## src/rtl/burst_seq_pkg.sv

```systemverilog
package burst_seq_pkg;

    localparam int MR_W  = 15;
    localparam int OFF_W = 3;

    typedef enum logic {
        ORD_SEQ = 1'b0,
        ORD_ILV = 1'b1
    } burst_order_e;

    typedef struct packed {
        logic [1:0]   len_lg;
        burst_order_e order;
        logic [2:0]   cas_half;
    } mode_cfg_t;

    typedef struct packed {
        logic      ok;
        logic      dll;
        mode_cfg_t cfg;
    } mode_dec_t;

    localparam mode_cfg_t CFG_RESET = '{len_lg: 2'd2, order: ORD_SEQ, cas_half: 3'd4};

    function automatic logic [OFF_W-1:0] len_mask(input logic [1:0] lg);
        case (lg)
            2'd1:    return 3'b001;
            2'd2:    return 3'b011;
            2'd3:    return 3'b111;
            default: return 3'b000;
        endcase
    endfunction

    function automatic mode_dec_t decode_mode(input logic [MR_W-1:0] w);
        mode_dec_t d;
        logic len_ok, cas_ok, op_ok;
        d = '0;
        len_ok = 1'b1;
        cas_ok = 1'b1;
        op_ok  = 1'b1;
        case (w[2:0])
            3'b001:  d.cfg.len_lg = 2'd1;
            3'b010:  d.cfg.len_lg = 2'd2;
            3'b011:  d.cfg.len_lg = 2'd3;
            default: len_ok = 1'b0;
        endcase
        d.cfg.order = burst_order_e'(w[3]);
        case (w[6:4])
            3'b010:  d.cfg.cas_half = 3'd4;
            3'b110:  d.cfg.cas_half = 3'd5;
            default: cas_ok = 1'b0;
        endcase
        if (w[12:7] == 6'b000000) begin
            d.dll = 1'b0;
        end else if (w[12:7] == 6'b000010) begin
            d.dll = 1'b1;
        end else begin
            op_ok = 1'b0;
        end
        d.ok = len_ok && cas_ok && op_ok && (w[14:13] == 2'b00);
        return d;
    endfunction

    function automatic logic [OFF_W-1:0] beat_offset(
        input logic [OFF_W-1:0] start,
        input logic [OFF_W-1:0] beat,
        input burst_order_e     ord,
        input logic [1:0]       lg
    );
        logic [OFF_W-1:0] raw;
        raw = (ord == ORD_ILV) ? (start ^ beat) : (start + beat);
        return raw & len_mask(lg);
    endfunction

endpackage

```

## src/rtl/bcs_mode_reg.sv

```systemverilog
module bcs_mode_reg
    import burst_seq_pkg::*;
(
    input  logic            clk,
    input  logic            rst,
    input  logic            we,
    input  logic [1:0]      bank,
    input  logic [MR_W-1:0] word,
    output mode_cfg_t       cfg,
    output logic            err_pulse,
    output logic            dll_pulse
);

    mode_dec_t dec;
    logic      hit;

    always_comb begin
        dec = decode_mode(word);
        hit = we && (bank == 2'b00);
    end

    always_ff @(posedge clk) begin
        if (rst) begin
            cfg       <= CFG_RESET;
            err_pulse <= 1'b0;
            dll_pulse <= 1'b0;
        end else begin
            err_pulse <= 1'b0;
            dll_pulse <= 1'b0;
            if (hit) begin
                if (dec.ok) begin
                    cfg       <= dec.cfg;
                    dll_pulse <= dec.dll;
                end else begin
                    err_pulse <= 1'b1;
                end
            end
        end
    end

    // a refused word keeps every field
    p_err_keeps_cfg_r10: assert property (@(posedge clk) disable iff (rst)
        err_pulse |-> (cfg == $past(cfg)));

    // other bank selects have no effect
    p_bank_ignored_r7: assert property (@(posedge clk) disable iff (rst)
        (we && bank != 2'b00) |=> (cfg == $past(cfg)) && !err_pulse && !dll_pulse);

    // DLL pulse only on accepted words
    p_pulse_excl_r9: assert property (@(posedge clk) disable iff (rst)
        !(err_pulse && dll_pulse));

    // latency encoding limited to the two legal values
    p_cas_legal_r8: assert property (@(posedge clk) disable iff (rst)
        (cfg.cas_half == 3'd4) || (cfg.cas_half == 3'd5));

endmodule

```

## src/rtl/bcs_burst_gen.sv

```systemverilog
module bcs_burst_gen
    import burst_seq_pkg::*;
#(
    parameter int COL_W = 10
) (
    input  logic             clk,
    input  logic             rst,
    input  logic             req_valid,
    input  logic [COL_W-1:0] req_col,
    input  logic             req_write,
    input  logic [1:0]       cfg_len_lg,
    input  burst_order_e     cfg_order,
    output logic             busy,
    output logic             reject,
    output logic             col_valid,
    output logic [COL_W-1:0] col_addr,
    output logic             col_write,
    output logic             col_last
);

    localparam int HI_W = COL_W - OFF_W;

    logic             active;
    logic [COL_W-1:0] base;
    logic [OFF_W-1:0] start_off;
    logic [OFF_W-1:0] beat;
    logic [1:0]       lg;
    burst_order_e     order;
    logic             wr;
    logic [OFF_W-1:0] req_mask;
    logic [OFF_W-1:0] off;
    logic             at_end;
    logic             accept;

    always_comb begin
        req_mask = len_mask(cfg_len_lg);
        accept   = req_valid && !active;
        off      = beat_offset(start_off, beat, order, lg);
        at_end   = (beat == len_mask(lg));
    end

    always_ff @(posedge clk) begin
        if (rst) begin
            active    <= 1'b0;
            base      <= '0;
            start_off <= '0;
            beat      <= '0;
            lg        <= 2'd2;
            order     <= ORD_SEQ;
            wr        <= 1'b0;
        end else if (accept) begin
            active    <= 1'b1;
            base      <= req_col & ~{{HI_W{1'b0}}, req_mask};
            start_off <= req_col[OFF_W-1:0] & req_mask;
            beat      <= '0;
            lg        <= cfg_len_lg;
            order     <= cfg_order;
            wr        <= req_write;
        end else if (active) begin
            if (at_end) begin
                active <= 1'b0;
            end
            beat <= beat + 3'd1;
        end
    end

    assign busy      = active;
    assign reject    = req_valid && active;
    assign col_valid = active;
    assign col_addr  = base | {{HI_W{1'b0}}, off};
    assign col_write = wr;
    assign col_last  = active && at_end;

    // bits above the largest burst block never move inside a burst
    p_upper_fixed_r4: assert property (@(posedge clk) disable iff (rst)
        (col_valid && !col_last) |=> (col_addr[COL_W-1:OFF_W] == $past(col_addr[COL_W-1:OFF_W])));

    // direction flag constant across the burst
    p_dir_stable_r11: assert property (@(posedge clk) disable iff (rst)
        (col_valid && !col_last) |=> $stable(col_write));

    // refusal only while a burst runs
    p_reject_busy_r11: assert property (@(posedge clk) disable iff (rst)
        reject |-> busy);

    // final beat is followed by an idle cycle
    p_idle_after_last_r11: assert property (@(posedge clk) disable iff (rst)
        col_last |=> !col_valid);

    // last flag only on a valid beat
    p_last_valid_r11: assert property (@(posedge clk) disable iff (rst)
        col_last |-> col_valid);

endmodule

```

## src/rtl/burst_col_seq.sv

```systemverilog
module burst_col_seq
    import burst_seq_pkg::*;
#(
    parameter int COL_W = 10
) (
    input  logic             clk,
    input  logic             rst,
    input  logic             mr_we,
    input  logic [1:0]       mr_bank,
    input  logic [14:0]      mr_word,
    input  logic             req_valid,
    input  logic [COL_W-1:0] req_col,
    input  logic             req_write,
    output logic             busy,
    output logic             req_reject,
    output logic             col_valid,
    output logic [COL_W-1:0] col_addr,
    output logic             col_write,
    output logic             col_last,
    output logic [2:0]       cas_half,
    output logic             dll_reset,
    output logic             mr_error
);

    mode_cfg_t cfg;

    bcs_mode_reg u_mode (
        .clk       (clk),
        .rst       (rst),
        .we        (mr_we),
        .bank      (mr_bank),
        .word      (mr_word),
        .cfg       (cfg),
        .err_pulse (mr_error),
        .dll_pulse (dll_reset)
    );

    bcs_burst_gen #(.COL_W(COL_W)) u_gen (
        .clk        (clk),
        .rst        (rst),
        .req_valid  (req_valid),
        .req_col    (req_col),
        .req_write  (req_write),
        .cfg_len_lg (cfg.len_lg),
        .cfg_order  (cfg.order),
        .busy       (busy),
        .reject     (req_reject),
        .col_valid  (col_valid),
        .col_addr   (col_addr),
        .col_write  (col_write),
        .col_last   (col_last)
    );

    assign cas_half = cfg.cas_half;

endmodule

```

## config.mk

```make
export PLATFORM = sky130hd
export DESIGN_NAME = burst_col_seq
export DESIGN_NICKNAME = d
export VERILOG_FILES = /design/src/rtl/burst_seq_pkg.sv /design/src/rtl/bcs_mode_reg.sv /design/src/rtl/bcs_burst_gen.sv /design/src/rtl/burst_col_seq.sv
export SDC_FILE = /design/constraint.sdc
export NUM_CORES = 1
export LEC_CHECK = 0
export BUFFER_PORTS_ARGS = -buffer_cell sky130_fd_sc_hd__buf_2
export CAP_MARGIN = 20
export CELL_PAD_IN_SITES_DETAIL_PLACEMENT = 1
export CELL_PAD_IN_SITES_GLOBAL_PLACEMENT = 2
export CORE_MARGIN = 2
export CORE_UTILIZATION = 24
export CTS_CLUSTER_SIZE = 8
export DETAILED_ROUTE_END_ITERATION = 8
export GPL_ROUTABILITY_DRIVEN = 0
export HOLD_SLACK_MARGIN = 0.06
export PLACE_DENSITY_LB_ADDON = 0.1
export SETUP_SLACK_MARGIN = 0.5
export SYNTH_ARGS = -nofsm -noshare
export SYNTH_HDL_FRONTEND = slang
export SYNTH_SLANG_ARGS = --single-unit
```

## constraint.sdc

```tcl
create_clock -name clk -period 1.55 [get_ports clk]
set_input_delay 0.0775 -clock clk [delete_from_list [all_inputs] [get_ports clk]]
set_output_delay 0.0775 -clock clk [all_outputs]
set_load 0.1 [all_outputs]
```

Yosys cells after proc, flatten, opt, wreduce, memory -nomap -nowiden
Index checks and enable logic that the tools add are counted.
Widths: inputs -> output; s select.
- register bits after elaboration: 29
- output and inout port bits: 20
- logic and storage cells: 65
- $add $sub $neg: 2
- eq/ne operators: 13
- muxes and demuxes: 13
- bitwise operators: 8
- reduce and logical (&&, ||, !) cells: 17
- operators with widths (kind ; number):
    $pmux 3 s3 ; 2
    $and 10x10->10 ; 1
    $not 3->10 ; 1
    $or 10x3->10 ; 1
    $eq 3x2->1 const B ; 3
    $eq 2x2->1 const B ; 4
    $mux 1 ; 8
    $logic_and 1x1->1 ; 7
    $and 3x3->3 ; 2
    $eq 6x2->1 const B ; 1
    $logic_not 6->1 ; 1
    $pmux 2 s3 ; 1
    $pmux 3 s2 ; 1
    $reduce_or 2->1 ; 3
    $eq 2x1->1 const B ; 2
    $logic_not 2->1 ; 2
    $reduce_or 4->1 ; 1
    $add 3x1->3 const B ; 1
    $add 3x3->3 ; 1
    $eq 3x1->1 const B ; 1
    $eq 3x3->1 ; 1
    $eq 3x3->1 const B ; 1
    $mux 3 ; 1
    $reduce_or 3->1 ; 1
    other kinds (4) ; 5

Depth between registers and ports, before layout
- word-level depth: 8
- mapped depth: 6

Cells and area by module
From an unflattened synthesis, not the netlist that was laid out.
- cells, all modules: 159
- area total of the unflattened synthesis: 1377.6 sq um
- by module, submodules not included (module ; instances ; cells each ; area each (sq um) ; sequential area each (sq um)):
    bcs_burst_gen ; 1 ; 126 ; 1037.2 ; 420.4
    bcs_mode_reg ; 1 ; 33 ; 340.3 ; 140.1

Worst setup path after synthesis
OpenSTA, ideal clock, no wires.
- kind: reg-to-reg
- start: reg u_gen.active (netlist: u_gen.busy)
- end: reg u_gen.active (netlist: u_gen.busy)
- setup time: 0.202 ns
- arrival time: 2.852 ns
- required time: 1.348 ns
- slack: -1.504 ns
- stages on the path, launching flop included: 4
- path buffers: 1
- cell sequence: dfxtp_1 buf_2 a21boi_1 nor3_1
- longest elaborated chain between the ends: 3
- elaborated cells between the ends (all ways): 4
- those cells by class: mux: 2; reduce/logical: 2
- ends and longest elaborated chain (element ; RTL line ; text):
    start, declared ; bcs_burst_gen.sv:23 ; logic active;
    start signal, assigned ; bcs_burst_gen.sv:44 ; active <= 1'b0;
    start signal, assigned ; bcs_burst_gen.sv:52 ; active <= 1'b1;
    start signal, assigned ; bcs_burst_gen.sv:61 ; active <= 1'b0;
    $logic_not 1->1 ; bcs_burst_gen.sv:37 ; accept = req_valid && !active;
    $logic_and 1x1->1 ; bcs_burst_gen.sv:37 ;
    $mux 1 * ; bcs_burst_gen.sv:51 ; end else if (accept) begin
Mark *: on every way between the ends. The rest lies on a longest branch, timed or not.
A chain may end at the register's enable or synchronous reset.

Worst setup path in the final report
- start: reg u_gen.start_off[0]
- end: out col_addr[1]
- longest elaborated chain between the ends: 4
- ends and longest elaborated chain (element ; RTL line ; text):
    start, declared ; bcs_burst_gen.sv:25 ; logic [OFF_W-1:0] start_off;
    start signal, assigned ; bcs_burst_gen.sv:54 ; start_off <= req_col[OFF_W-1:0] & req_mask;
    $add 3x3->3 ; burst_seq_pkg.sv:71 ; raw = (ord == ORD_ILV) ? (start ^ beat) : (start + beat);
    $mux 3 ; burst_seq_pkg.sv:71 ;
    $and 3x3->3 ; burst_seq_pkg.sv:72 ; return raw & len_mask(lg);
    $or 10x3->10 ; bcs_burst_gen.sv:70 ; assign col_addr = base | {{HI_W{1'b0}}, off};
    end, declared ; burst_col_seq.sv:17 ; output logic [COL_W-1:0] col_addr,
Every way passes these cells.

==> reports/metrics.yaml <==
status: "finished with violations"
syn_inst: 161
totalWireLength_microns: 4220
dr.pass1.iters: 2
dp_slack_ns: 0.03742
fin_crit_sh_pct: 117.3
post-route-min-period_ns: 1.818
drcViolationCount: 0
crit_required_ns: 1.47
max-vdd-ir-drop_v: 0.0003585
crit_path_start_kind: "register"
antenna_found_initial: 0
cp_cell_sequence: "ha_4 -> inv_2 -> fa_2 -> o21ai_2 -> a21o_4 -> buf_12"
slowest_delay_ns: 0.52
r2r_cells: 7
worst-path-buf-inv: 2
cts-root-buf: "clkbuf_8"
wl_per_cell_microns: 14.02
clk_pin_slew_ns: 0.10
ys_ff_latch: 28
crit_type: "register to primary output"
ant_nets: 0
violations: "negative setup slack"
grt_pass1_vias: 1438
clock_sinks: 28
finalSetupTns_ns: -0.5157
grt-ovfl-total: 0
area_growth_syn_to_layout_pct: 77.36
worst_path_max_delay_cell: "fa_2"
grt_max_degree: 17
timing.final.ws_setup_ns: -0.2684
max_freq_mhz: 549.9
clk-insertion-delay-late_ns: 0.28
synth_nets: 197
r2r_slack_ns: 0.25
dieArea_sq_um: 6258
synth_top_area_share_pct: 41.40
synth_cell_types: 37
netlist_area_sq_um: 1354
cp_num_cells: 6
worst_hold_path_type: "input pin to register"
hold_viol_final: 0
die_h_microns: 79.11
arrival_ns: 1.74
power_density_nw_per_um2: 796.7
dr.first_iter.drc_count: 11
rsz0062_at_grt: "true"
htree_levels: 1
vias: 1334
maxCapViolCount: 0
worst_path_dominant_cell_family: "adder cells"
syn_avg_cell_area_sq_um: 8.409
cp_max_fo: 2
most-common-layout-cells: "31 x buf_2, 23 x nand2_1, 20 x buf_4, 20 x dfxtp_1, 13 x dlygate4sd3_1"
cts_buffers: 3
grt_use_total_pct: 14.38
place_hpwl_microns: 2791
finalSetupViolations: 2
power_w: 0.001913
port_buffers: 50
layout_commonest_cell: "buf_2"
die_x_microns: 79.11
viasPerCell: 4.432
finalNetCount: 266
drive_above_1_share_pct: 59.39
hold_depth: 3
core.rowCount: 27
ios: 52
yosys_warnings: 0
fin_skew_ns: 0.001473
maxSlewViolCount: 0
clock_path_buffers: 2
start_util_pct: 24.74
grt_pass1_wl_microns: 6948
tritoncts: "built"
leakage_nw: 0.9924
seq_area_frac_synth_pct: 41.40
yosysTopAreaCell: "dfxtp_1"
core-area_sq_um: 5473
critPathCaptureType: "primary output"
num_antenna_cells: 0
yosys-top-cells-area: "dfxtp_1 41%, nand2_1 8.9%, a21oi_1 6.7%"
-- worst register-to-register path, cell delays in order (launching register included) --
cell and delay, ns:
dfxtp_4 0.36, buf_4 0.13, buf_6 0.12, buf_6 0.11
ha_4 0.15, xor2_1 0.13, a21oi_1 0.14, nor2_1 0.06
-- logic make-up (layout without fill, tap and decap cells) --
family | after synthesis | in the layout | synth area share (%)
AND/OR/NAND/NOR | 66 | 67 | 24.58
AO/OA/AOI/OAI | 28 | 28 | 12.11
flip-flops | 28 | 28 | 41.40
buffers and inverters | 25 | 92 | 11.09
multiplexers | 5 | 5 | 3.697
adder cells (fa/ha/maj) | 4 | 4 | 4.252
XOR/XNOR | 4 | 4 | 2.588
other | 1 | 1 | 0.2770
-- path summary, 6_finish.rpt --
kind / from / end
worst max-delay path: u_gen.start_off[0]$_SDFFE_PP0P_ / col_addr[1]
worst min-delay path: mr_word[0] / u_mode.cfg[4]$_SDFFE_PP0P_
worst max register to register: u_gen.beat[0]$_SDFFE_PP0P_ / u_gen.beat[2]$_SDFFE_PP0P_
worst min register to register: u_mode.cfg[2]$_SDFFE_PP1P_ / u_mode.cfg[2]$_SDFFE_PP1P_
-- area by class of cell --
class | count | area (sq um)
Timing Repair Buffer | 83 | 720.7
Tap cell | 72 | 90.09
Fill cell | 629 | 3072
Clock buffer | 4 | 66.31
Inverter | 5 | 18.77
Sequential cell | 28 | 580.6
Multi-Input combinational cell | 109 | 924.6
-- synth_stat cells --
| master | count |
|---|---|
| or3_1 | 1 |
| and2_1 | 2 |
| nor3b_1 | 1 |
| a31o_1 | 1 |
| nand3b_1 | 1 |
| o211ai_1 | 1 |
| nor3_1 | 5 |
| and2b_1 | 1 |
| nand2_1 | 32 |
| o21ai_0 | 2 |
| dfxtp_1 | 28 |
| and4bb_1 | 1 |
| buf_4 | 12 |
| nand3_1 | 3 |
| nand2b_1 | 2 |
| a21oi_1 | 18 |
| nor4b_2 | 1 |
| clkbuf_1 | 4 |
| xor2_1 | 1 |
| fa_1 | 1 |
| xnor2_1 | 3 |
| nor2_1 | 11 |
| nand2_4 | 1 |
| mux2i_1 | 5 |
| a21o_1 | 1 |
| a22oi_1 | 2 |
| ha_1 | 3 |
| nand4_1 | 2 |
| buf_2 | 3 |
| conb_1 | 1 |
| a21boi_1 | 1 |
| nor4_2 | 1 |
| inv_1 | 5 |
| o21ai_1 | 1 |
| nor2b_4 | 1 |
| o2111a_2 | 1 |
| buf_6 | 1 |
-- flip-flops by register name, indices dropped and copies added, names as in the netlist --
| signal | flops |
|---|---|
| u_gen.col_write | 1 |
| u_gen.beat | 3 |
| u_gen.start_off | 3 |
| u_gen.busy | 1 |
| u_gen.base | 10 |
| u_mode.err_pulse | 1 |
| u_gen.order | 1 |
| u_mode.dll_pulse | 1 |
| u_mode.cfg | 5 |
| u_gen.lg | 2 |
-- power breakdown --
part           internal, W  switching, W  total, W
Clock             0.000281      0.000241  0.000523
Combinational     0.000251      0.000374  0.000625
Sequential        0.000741     0.0000246  0.000765
Total              0.00127      0.000640   0.00191
-- timing repair --
action / CTS / global route
cloned: 1 / 0
pin swaps: 25 / 19
setup endpoints to repair: 39 / 33
resized for setup: 70 / 29
hold buffers: 14 / 0
buffers inserted: 10 / 4
endpoints found under the hold margin: 14 / 0
-- routing by layer --
| metal | GRT usage [%] | up-vias | share of wire (%) |
|---|---|---|---|
| met2 | 28.56 | 29 | 56 |
| met3 | 2.273 | 4 | 3.4 |
| li1 | - | 656 | - |
| met4 | 4.138 | 0 | 0.90 |
| met5 | 0 | - | 0 |
| met1 | 15.40 | 645 | 39 |
-- per-stage QoR --
stage                     utilization, %  instances  cell area, sq um  hold WS, ns
after floorplan                        -        161              1445       0.2183
after global placement             31.60        268              1729       0.3282
after detailed placement           31.60        268              1729       0.3347
after CTS                          41.04        297              2246      0.06946
after global routing               43.87        301              2401      0.08180
final                              43.87        301              2401      0.07766
No activity file was read; power rests on OpenSTA's default activity.
